[config.mk]
export PLATFORM = sky130hd
export DESIGN_NAME = fetch_next_pred
export DESIGN_NICKNAME = d
export VERILOG_FILES = /design/src/rtl/fetch_pred_pkg.sv /design/src/rtl/fetch_pred_ctl.sv /design/src/rtl/fetch_pred_dp.sv /design/src/rtl/fetch_next_pred.sv
export SDC_FILE = /design/constraint.sdc
export NUM_CORES = 1
export LEC_CHECK = 0
export BUFFER_PORTS_ARGS = -buffer_cell sky130_fd_sc_hd__buf_2
export CAP_MARGIN = 0
export CORE_AREA = 10 10 293 295
export CTS_BUF_LIST = sky130_fd_sc_hd__clkbuf_8
export DETAILED_ROUTE_END_ITERATION = 10
export DIE_AREA = 0 0 303 305
export GPL_ROUTABILITY_DRIVEN = 0
export PLACE_DENSITY = 0.73
export SYNTH_ARGS = -nofsm -noshare
export SYNTH_HDL_FRONTEND = slang
export SYNTH_HIERARCHICAL = 1
export SYNTH_SLANG_ARGS = --single-unit
[constraint.sdc]
create_clock -name clk -period 8.45 [get_ports clk]
set_clock_uncertainty 0.2 [all_clocks]
set_input_delay 0.4225 -clock clk [delete_from_list [all_inputs] [get_ports clk]]
set_output_delay 0.4225 -clock clk [all_outputs]
set_load 0.1 [all_outputs]
[src/rtl/fetch_pred_pkg.sv]
package fetch_pred_pkg;

  localparam logic [1:0] CTR_STRONG_NT = 2'b00;
  localparam logic [1:0] CTR_WEAK_T    = 2'b10;
  localparam logic [1:0] CTR_STRONG_T  = 2'b11;

  // Strobes from control to datapath for one resolve write.
  typedef struct packed {
    logic       wrEntry;   // write valid, tag and counter
    logic       wrTarget;  // also overwrite stored target
    logic [1:0] ctrVal;    // counter value to store
  } updStrobe_t;

  function automatic logic [1:0] satStep(input logic [1:0] cur, input logic up);
    logic [1:0] res;
    if (up) res = (cur == CTR_STRONG_T) ? cur : cur + 2'd1;
    else    res = (cur == CTR_STRONG_NT) ? cur : cur - 2'd1;
    return res;
  endfunction

endpackage

[src/rtl/fetch_pred_ctl.sv]
module fetch_pred_ctl
  import fetch_pred_pkg::*;
(
  input  logic       rst,
  input  logic       resolveValid,
  input  logic       resolveTaken,
  input  logic       rsvHit,
  input  logic [1:0] rsvCtr,
  output updStrobe_t strb
);

  always_comb begin
    strb = '0;
    if (!rst && resolveValid) begin
      if (rsvHit) begin
        // train existing record; taken also refreshes target
        strb.wrEntry  = 1'b1;
        strb.wrTarget = resolveTaken;
        strb.ctrVal   = satStep(rsvCtr, resolveTaken);
      end else if (resolveTaken) begin
        // allocate fresh record in weakly-taken state
        strb.wrEntry  = 1'b1;
        strb.wrTarget = 1'b1;
        strb.ctrVal   = CTR_WEAK_T;
      end
    end
  end

endmodule

[src/rtl/fetch_pred_dp.sv]
module fetch_pred_dp
  import fetch_pred_pkg::*;
#(
  parameter int ADDR_W = 32,
  parameter int IDX_W  = 4
) (
  input  logic              clk,
  input  logic              rst,
  input  logic [ADDR_W-1:0] lookupPc,
  input  logic [ADDR_W-1:0] rsvPc,
  input  logic [ADDR_W-1:0] rsvTarget,
  input  updStrobe_t        strb,
  output logic              hit,
  output logic              predTaken,
  output logic [ADDR_W-1:0] nextPc,
  output logic              rsvHit,
  output logic [1:0]        rsvCtr
);

  localparam int ENTRIES = 1 << IDX_W;
  localparam int TAG_W   = ADDR_W - IDX_W - 2;
  localparam int TAG_LO  = IDX_W + 2;
  localparam logic [ADDR_W-1:0] INST_BYTES = ADDR_W'(4);

  logic              validQ  [ENTRIES];
  logic [TAG_W-1:0]  tagQ    [ENTRIES];
  logic [ADDR_W-1:0] targetQ [ENTRIES];
  logic [1:0]        ctrQ    [ENTRIES];

  logic [IDX_W-1:0] lkIdx, rsIdx;
  logic [TAG_W-1:0] lkTag, rsTag;

  assign lkIdx = lookupPc[TAG_LO-1:2];
  assign lkTag = lookupPc[ADDR_W-1:TAG_LO];
  assign rsIdx = rsvPc[TAG_LO-1:2];
  assign rsTag = rsvPc[ADDR_W-1:TAG_LO];

  // Lookup read port
  always_comb begin
    hit       = validQ[lkIdx] && (tagQ[lkIdx] == lkTag);
    predTaken = hit && ctrQ[lkIdx][1];
    nextPc    = predTaken ? targetQ[lkIdx] : lookupPc + INST_BYTES;
  end

  // Resolve read port, feeds the control
  always_comb begin
    rsvHit = validQ[rsIdx] && (tagQ[rsIdx] == rsTag);
    rsvCtr = ctrQ[rsIdx];
  end

  // Valid bits: reset-cleared
  always_ff @(posedge clk) begin
    if (rst) begin
      for (int i = 0; i < ENTRIES; i++) validQ[i] <= 1'b0;
    end else if (strb.wrEntry) begin
      validQ[rsIdx] <= 1'b1;
    end
  end

  // Record payload: no reset needed
  always_ff @(posedge clk) begin
    if (!rst && strb.wrEntry) begin
      tagQ[rsIdx] <= rsTag;
      ctrQ[rsIdx] <= strb.ctrVal;
      if (strb.wrTarget) targetQ[rsIdx] <= rsvTarget;
    end
  end

  // table empty right after reset
  a_r10_reset_empty: assert property (@(posedge clk)
    $past(rst) |-> !hit);

  // allocation visible on the following cycle
  a_r4_alloc_visible: assert property (@(posedge clk) disable iff (rst)
    (!$past(rst) && $past(strb.wrEntry && !rsvHit) && lookupPc == $past(rsvPc))
    |-> (hit && predTaken && nextPc == $past(rsvTarget)));

  // strongly-taken record trained taken stays saturated
  a_r6_sat_high: assert property (@(posedge clk) disable iff (rst)
    (!$past(rst) && $past(strb.wrEntry && rsvHit && strb.wrTarget && rsvCtr == CTR_STRONG_T)
     && rsvPc == $past(rsvPc))
    |-> (rsvHit && rsvCtr == CTR_STRONG_T));

endmodule

[src/rtl/fetch_next_pred.sv]
module fetch_next_pred
  import fetch_pred_pkg::*;
#(
  parameter int ADDR_W = 32,
  parameter int IDX_W  = 4
) (
  input  logic              clk,
  input  logic              rst,
  input  logic [ADDR_W-1:0] lookupPc,
  output logic              hit,
  output logic              predTaken,
  output logic [ADDR_W-1:0] nextPc,
  input  logic              resolveValid,
  input  logic [ADDR_W-1:0] resolvePc,
  input  logic [ADDR_W-1:0] resolveTarget,
  input  logic              resolveTaken
);

  updStrobe_t strb;
  logic       rsvHit;
  logic [1:0] rsvCtr;

  fetch_pred_ctl u_ctl (
    .rst          (rst),
    .resolveValid (resolveValid),
    .resolveTaken (resolveTaken),
    .rsvHit       (rsvHit),
    .rsvCtr       (rsvCtr),
    .strb         (strb)
  );

  fetch_pred_dp #(.ADDR_W(ADDR_W), .IDX_W(IDX_W)) u_dp (
    .clk       (clk),
    .rst       (rst),
    .lookupPc  (lookupPc),
    .rsvPc     (resolvePc),
    .rsvTarget (resolveTarget),
    .strb      (strb),
    .hit       (hit),
    .predTaken (predTaken),
    .nextPc    (nextPc),
    .rsvHit    (rsvHit),
    .rsvCtr    (rsvCtr)
  );

  // not-taken miss leaves the address missing
  a_r5_nt_miss_no_alloc: assert property (@(posedge clk) disable iff (rst)
    (!$past(rst) && $past(resolveValid && !resolveTaken && !rsvHit)
     && lookupPc == $past(resolvePc))
    |-> !hit);

endmodule

# Yosys cells after proc, flatten, opt, wreduce, memory -nomap -nowiden
# Memories as Yosys holds them, arrays and structs flattened.
# Cells that the tools add are included.
dict set report classes {
  addsub 3
  n_eq_ne 3
  n_mux 20
  reduce_logical 8
}
# cell n
set ops {}
lappend ops {{26-bit equality test} 2}
lappend ops {{32-bit by 3-bit adder with 32-bit output, second input constant} 1}
lappend ops {{32-bit two-way mux} 1}
lappend ops {{4-bit two-way mux} 4}
lappend ops {{1-bit two-way mux} 12}
lappend ops {{2-bit two-way mux} 3}
lappend ops {{1-bit logical AND} 5}
lappend ops {{2-bit by 1-bit adder with 2-bit output, second input constant} 1}
lappend ops {{2-bit equality test, second input constant} 1}
lappend ops {{2-bit logical NOT} 1}
lappend ops {{2-bit by 1-bit subtractor with 2-bit output, second input constant} 1}
lappend ops {{1-bit logical NOT} 1}
lappend ops {{1-bit OR reduction} 1}
dict set report totals {
  register_bits 0
  mem_bits_rw 976
  input_bits 100
  output_inout_bits 34
  word_cells 38
  n_memories 4
}
# memory words width read_ports rd_clocked_by_memory_dff wr line
set memory_table {}
lappend memory_table {u_dp.targetQ 16 32 1 0 1 fetch_pred_dp.sv:27} ;# logic [ADDR_W-1:0] targetQ [ENTRIES];
lappend memory_table {u_dp.tagQ 16 26 2 0 1 fetch_pred_dp.sv:26} ;# logic [TAG_W-1:0] tagQ [ENTRIES];
lappend memory_table {u_dp.ctrQ 16 2 2 0 1 fetch_pred_dp.sv:28} ;# logic [1:0] ctrQ [ENTRIES];
lappend memory_table {u_dp.validQ 16 1 2 0 16 fetch_pred_dp.sv:25} ;# logic validQ [ENTRIES];

# Longest topological paths before layout
# Gate-level depths: netlist of the first run.
# An unclocked memory read counts as a cell.
dict set report depth {
  ltp_word 11
  mapped_depth 16
  mapped_depth_nobuf 13
}

# Cells and area by module
# The synthesis of the first run kept the hierarchy.
# mod n_inst cells_each area_each_um2 seq_area_each_um2
set by_module_without_submodules {}
lappend by_module_without_submodules {fetch_pred_dp 1 2042 42784.8 29148.0}
lappend by_module_without_submodules {fetch_pred_ctl 1 12 70.1 0.0}

# Least setup slack after synthesis of the first run
# OpenSTA, ideal clock, no wires.
dict set report synth_path {
  path_kind {input port to flip-flop}
  start {in resolvePc[2]}
  end {mem u_dp.targetQ[0][0] (enable)}
  setup_ns 0.501
  arrival_time_ns 7.338
  required_time_ns 7.749
  slack_ns 0.410
  path_stages 15
  path_buffers 5
  cell_sequence {buf_2 -> buf_2 -> buf_2 -> buf_1 -> mux4_2 -> mux4_2 -> xnor2_1 -> nand4_1 -> nor4_1 -> inv_1 -> a21oi_1 -> nand2_1 -> or3_1 -> clkbuf_1 -> nor4_1}
}
# element line
set synth_lines {}
lappend synth_lines {{start, declared} fetch_next_pred.sv:14} ;# input logic [ADDR_W-1:0] resolvePc,
lappend synth_lines {{end, declared} fetch_pred_dp.sv:27}

# Worst setup path after layout of the first run
dict set report layout_path {
  start {in lookupPc[2]}
  end {out nextPc[2]}
}
dict set report layout_via {
  elab_chain_cells 5
  word_cells_on_any_way 9
  classes_between {1 x add/sub; 1 x eq/ne; 1 x mux; 2 x reduce/logical; 4 x memory}
}
# element line
set layout_rtl {}
lappend layout_rtl {{start, declared} fetch_next_pred.sv:9} ;# input logic [ADDR_W-1:0] lookupPc,
lappend layout_rtl {{memory 16 x 26 bit} n/a}
lappend layout_rtl {{26-bit equality test} fetch_pred_dp.sv:40} ;# hit = validQ[lkIdx] && (tagQ[lkIdx] == lkTag);
lappend layout_rtl {{1-bit logical AND} fetch_pred_dp.sv:40}
lappend layout_rtl {{1-bit logical AND} fetch_pred_dp.sv:41} ;# predTaken = hit && ctrQ[lkIdx][1];
lappend layout_rtl {{32-bit two-way mux (*)} fetch_pred_dp.sv:42} ;# nextPc = predTaken ? targetQ[lkIdx] : lookupPc + INST_BYTES;
lappend layout_rtl {{end, declared} fetch_next_pred.sv:12} ;# output logic [ADDR_W-1:0] nextPc,
# Every way passes the cells marked *; elsewhere a longest branch is shown, timed or not.

==> impl_metrics.json, run 1 <==
{
  "vias_per_cell": 6.68,
  "cts_setup_buffers": 0,
  "grt_pass1_vias": 23900,
  "synth_nets": 2155,
  "synth_edf_count": 960,
  "finalPower_mw": 9.79,
  "power.leakage_nw": 15.9,
  "setup_viol_count_final": 0,
  "endpoint_kind": "primary output",
  "clkSinkCount": 976,
  "track_usage_pct": 24.1,
  "root_buffer": "clkbuf_8",
  "dr_wl_met3_mm": 12.1,
  "async_flop_share_pct": 0,
  "firstDrtPassIters": 7,
  "maxSlewHeadroom_pct": 24.1,
  "ioPinCount": 134,
  "regToRegSetupSlack_ns": 2.64,
  "timing.rr.end": "u_dp/tagQ[15][11]",
  "register_area_um2": 29100,
  "synth-main-ff-cell": "edfxtp_1",
  "finalCriticalPeriod_ns": 6.23,
  "outcome": "finished clean",
  "dieArea_um2": 92400,
  "fp-row-count": 104,
  "overflow": 0,
  "numCtsBuffers": 154,
  "routed-via-count": 23300,
  "syn_to_final_growth_pct": 12.5,
  "p_per_area_nw_per_um2": 203,
  "synth_cells": 2054,
  "clkSlewWorstSetupHoldPaths_ns": 0.06,
  "path_cells": "buf_8, buf_12, mux4_2, mux2i_1, xor2_1, nand4bb_1, a2111oi_2, nand4_1, or4b_2, buf_4, mux2i_1, buf_2",
  "drv_slew": 0,
  "start_kind": "input pin",
  "rsz0062_at_grt": "no",
  "place_hpwl_mm": 63.5,
  "dr_wl_met2_mm": 53.4,
  "drtIter0Drc": 2789,
  "dieWidth_um": 303,
  "finalSetupTns_ns": 0,
  "nNetsFinal": 2415,
  "path_buf_inv": 4,
  "r2r-start": "u_dp/tagQ[11][2]",
  "ys_warn_count": 6,
  "worstHoldEndpoint": "u_dp/validQ[7]",
  "critPathSlowestCell": "or4b_2",
  "ys_types": 73,
  "critPathMaxStageDelay_ns": 0.64,
  "reg2reg_depth": 11,
  "hold_class": "input pin to flip-flop",
  "drive_gt1_share_pct": 34.1,
  "drt-met1-wl_mm": 42.3,
  "drc": 0,
  "die_h_um": 305,
  "wl_mm": 111,
  "cts.repair.resized": 0,
  "ys_ff_latch": 976,
  "fillers": 5626,
  "synth.cell_area_um2": 42900,
  "hold-path-cell-count": 3,
  "cp.required_ns": 7.83,
  "antenna_left": 0,
  "highest_layer": "met5",
  "yosysSeqAreaShare_pct": 68.0,
  "period_share_pct": 73.8,
  "worstPathArrival_ns": 5.61,
  "timing.critical_path.mode_cell": "mux2i_1",
  "critical-path-top-delay-family": "buffers and inverters",
  "multi_input_area_um2": 13100,
  "postSynthAreaPerCell_um2": 20.9,
  "max-vdd-ir-drop_uv": 185,
  "cts_tree": "done",
  "drv_cap": 0,
  "htree_num_levels": 4,
  "fmax_mhz": 160,
  "hp-start": "rst",
  "grt_start_max_net_pins": 106,
  "clk_latency_ns": 0.82,
  "critPathKind": "input pin to primary output",
  "antenna_found_initial": 12,
  "coreArea_um2": 79900,
  "initial_core_util_pct": 53.6,
  "clockBufferDepth": 3,
  "port_buffers": 131,
  "grt_pass1_wl_mm": 162,
  "worstMarginPinSlew_ns": 1.14,
  "critPathMaxFanout": 89,
  "finalHoldViolCount": 0,
  "avgRoutedWirePerCell_um": 31.8
}
cell usage after synthesis (12+ instances only):
master    count  area [um2]
clkbuf_1     55         206
nand3_1      17        85.1
buf_4        12        90.1
xor2_1       13         114
edfxtp_1    960       28800
xnor2_1      60         526
mux2i_1      89         891
buf_2        36         180
inv_1        15        56.3
mux2_4       29         435
mux4_2      379        8540
buf_1        24        90.1
nor3_1       29         145
a21o_1       19         143
nand4_1      22         138
nand2_1      53         199
nor2_1       36         135
dfxtp_1      16         320
a22oi_1      15         113
tightest hold or removal path, cell delays in order:
cell      delay (ns)
buf_2           0.14
clkinv_1        0.30
a21o_1          0.16
cell families (layout without fill, tap and decap cells):
group / count (synthesis) / in the layout / synth area share (%)
muxes: 516 / 516 / 23.9
DFF: 976 / 976 / 68.0
adders and majority gates: 2 / 2 / 0.0555
buffers and inverters: 158 / 532 / 1.93
other: 0 / 3 / 0
and+or+nand+nor: 220 / 220 / 2.67
xor gates and xnor gates: 73 / 73 / 1.49
AOI/OAI and AO/OA: 109 / 109 / 1.98
per-layer routing:
layer / up-vias / GRT usage [%]
met5: - / 0
met4: 14 / 7.88
met3: 235 / 6.78
met2: 1428 / 37.4
met1: 12300 / 32.8
li1: 9313 / -
registers in the layout, summed over array words and instances (netlist names):
register	flops
u_dp/ctrQ	32
u_dp/targetQ	512
u_dp/validQ	16
u_dp/tagQ	416
stage by stage:
stage	hold slack, ns	setup WS [ns]	utilization [%]	cells	cell area [um2]
CTS	0.00700	2.20	60.3	3488	48200
finish	0.0746	2.22	60.4	3491	48200
global route	0.0620	2.01	60.4	3491	48200
detailed placement	0.257	1.62	56.1	3160	44800
global placement	0.246	1.71	56.1	3160	44800
floorplan	0.235	0.410	-	2054	42900
report_power, final:
part / switching (mW) / internal (mW)
clock: 1.85 / 1.84
sequential: 0.00428 / 5.32
combinational: 0.462 / 0.312
worst max-delay path by stage:
stage            startpoint                  to  slack (ns)  depth (start not counted)
3_5_place_dp   resolvePc[3]   u_dp/tagQ[15][24]        1.62                         13
4_1_cts         lookupPc[2]           nextPc[2]        2.20                         12
5_1_grt         lookupPc[2]           nextPc[2]        2.01                         12
6_report        lookupPc[2]           nextPc[2]        2.22                         12
2_1_floorplan  resolvePc[2]  u_dp/targetQ[0][0]        0.41                         15
3_3_place_gp   resolvePc[3]   u_dp/tagQ[15][24]        1.71                         13
what timing repair did:
item | CTS | global route
hold buffers | 58 | 0
endpoints found under the setup margin | 0 | 0
hold endpoints to repair | 928 | 0
cells in the final DEF, fill, tap and decap left out, types with 17 or more instances in the layout:
master,Yosys,layout
inv_1,15,64
mux4_2,379,379
nand2_1,53,53
dlygate4sd3_1,0,58
nand4_1,22,22
nand3_1,17,17
buf_2,36,126
edfxtp_1,960,960
clkbuf_8,0,157
a21o_1,19,19
xnor2_1,60,60
nor2_1,36,24
mux2_4,29,29
buf_4,12,50
clkinv_1,1,39
mux2i_1,89,89
nor3_2,1,17
area by class of cell:
type,count,area share [%]
Multi-Input combinational cell,920,27.1
Antenna cell,3,0.0156
Clock inverter,114,1.38
Tap cell,1060,2.75
Inverter,17,0.135
Timing Repair Buffer,245,3.71
Sequential cell,976,60.4
Clock buffer,156,4.45
(Power assumes the default switching activity.)
==> run 2, diff against run 1 <==
- clock period: 8.45 -> 5.5 ns (I/O delays scaled with it)
==> impl_metrics.json, run 2 (synthesis results as in run 1) <==
{
  "largestRegisters": "u_dp/targetQ (512), u_dp/tagQ (416), u_dp/ctrQ (32)",
  "regMostFlops": "u_dp/targetQ",
  "period_share_pct": 98.0,
  "setup_viol_count_final": 0,
  "clockBufferDepth": 3,
  "finalPower_mw": 15.3,
  "clkSinkCount": 976,
  "numCtsBuffers": 152,
  "nNetsFinal": 2490,
  "path_buf_inv": 1,
  "fin_ws_ns": 0.108,
  "largest_register_ffs": 512,
  "drv_slew": 0,
  "coreArea_um2": 79900,
  "max-vdd-ir-drop_uv": 302,
  "grt_pass1_vias": 24500,
  "fin_area_um2": 50000,
  "finalHoldViolCount": 0,
  "port_buffers": 131,
  "regToRegSetupSlack_ns": 0.17,
  "htree_num_levels": 4,
  "place_hpwl_mm": 70.0,
  "root_buffer": "clkbuf_8",
  "finalCriticalPeriod_ns": 5.39,
  "worstMarginPinSlew_ns": 1.15,
  "final_cell_mix": "edfxtp_1 (960), mux4_2 (379), clkbuf_8 (156)",
  "whs_ns": 0.176,
  "dieWidth_um": 303,
  "antenna_left": 0,
  "drtIter0Drc": 2855,
  "dieArea_um2": 92400,
  "firstDrtPassIters": 5,
  "worstPathArrival_ns": 4.92,
  "power.leakage_nw": 16.8,
  "cts.repair.resized": 0,
  "initial_core_util_pct": 53.6,
  "drv_cap": 0,
  "multi_input_area_um2": 13200,
  "worstSetupStartpoint": "u_dp/tagQ[1][16]",
  "fp-row-count": 104,
  "track_usage_pct": 24.6,
  "start_kind": "flip-flop",
  "place_area_um2": 46600,
  "r2r-start": "u_dp/tagQ[3][2]",
  "timing.rr.end": "u_dp/targetQ[0][13]",
  "fmax_mhz": 185,
  "clk_latency_ns": 0.82,
  "cp.required_ns": 5.03,
  "critical-path-top-delay-family": "multiplexers",
  "ioPinCount": 134,
  "finalSetupTns_ns": 0,
  "crit_end": "nextPc[2]",
  "hold_class": "input pin to flip-flop",
  "fillers": 5416,
  "critPathKind": "flip-flop to primary output",
  "routed-via-count": 23500,
  "register_area_um2": 29100,
  "outcome": "finished clean",
  "clkSlewWorstSetupHoldPaths_ns": 0.06,
  "vias_per_cell": 6.61,
  "pre_cts_ws_ns": -0.123,
  "drc": 0,
  "path_cells": "mux4_1, mux2_2, a21oi_1, nand3_1, a2111oi_0, nand4_1, or4b_4, mux2i_1, buf_12",
  "drive_gt1_share_pct": 36.2,
  "p_per_area_nw_per_um2": 305,
  "reg2reg_depth": 15,
  "grt_start_max_net_pins": 93,
  "final_common_cell": "edfxtp_1",
  "wl_mm": 113,
  "cts_tree": "done",
  "grt_pass1_wl_mm": 165,
  "critPathMaxFanout": 32,
  "cts_setup_buffers": 0,
  "antenna_found_initial": 7,
  "critPathMaxStageDelay_ns": 0.85,
  "avgRoutedWirePerCell_um": 31.7,
  "critPathSlowestCell": "or4b_4",
  "overflow": 0,
  "rsz0062_at_grt": "no",
  "die_h_um": 305,
  "endpoint_kind": "primary output",
  "syn_to_final_growth_pct": 16.7,
  "worst-path-stages": 9,
  "postCtsHoldBufs": 62,
  "maxSlewHeadroom_pct": 23.1
}
[run 2: cell count changes in the layout (fill, tap and decap cells not counted), moves of 2 or more]
| cell | before | now |
|---|---|---|
| nor3_2 | 17 | 1 |
| buf_2 | 126 | 93 |
| nor4_2 | 4 | 0 |
| clkinv_2 | 9 | 13 |
| buf_4 | 50 | 79 |
| inv_1 | 64 | 67 |
| diode_2 | 3 | 1 |
| nor4_4 | 0 | 4 |
| nor3_4 | 0 | 16 |
| clkinv_1 | 39 | 23 |
| buf_12 | 8 | 85 |
| bufinv_16 | 3 | 6 |
| dlygate4sd3_1 | 58 | 62 |
[run 2: worst min-delay path by stage]
stage	startpoint	to	slack, ns	cells past startpoint
global placement	u_dp/validQ[13]	u_dp/validQ[13]	0.25	1
detailed placement	u_dp/validQ[2]	u_dp/validQ[2]	0.26	1
finish	resolveTarget[6]	u_dp/targetQ[12][6]	0.18	2
floorplan	resolvePc[6]	u_dp/tagQ[0][0]	0.17	0
CTS	resolveTarget[6]	u_dp/targetQ[12][6]	0.10	2
global route	resolveTarget[8]	u_dp/targetQ[10][8]	0.16	2
[run 2: power breakdown]
group          leakage (nW)  internal, mW  switching (mW)  total (mW)
Sequential             8.79          8.18         0.00681        8.19
Clock                  1.65          2.95            2.85        5.79
Combinational          6.31         0.545           0.740        1.28
Total                  16.8          11.7            3.59        15.3
[run 2: layer usage]
metal  global-route usage [%]  wire [um]
met1                     32.4      42300
met2                     38.3      54600
met3                     7.39      12200
met4                     9.05       3570
met5                    0.865        119
[run 2: area by class of cell]
class                           instances  area share (%)
Clock buffer                          155            4.26
Sequential cell                       976            58.3
Clock inverter                        107            1.44
Inverter                               17           0.130
Multi-Input combinational cell        920            26.4
Tap cell                             1060            2.65
Timing Repair Buffer                  322            6.84
Antenna cell                            1         0.00500
[run 2: per-stage QoR]
stage | std cells | utilization, %
3_5_place_dp | 3233 | 58.3
4_1_cts | 3557 | 62.6
3_3_place_gp | 3233 | 58.3
6_report | 3558 | 62.6
5_1_grt | 3558 | 62.6
2_1_floorplan | 2054 | -
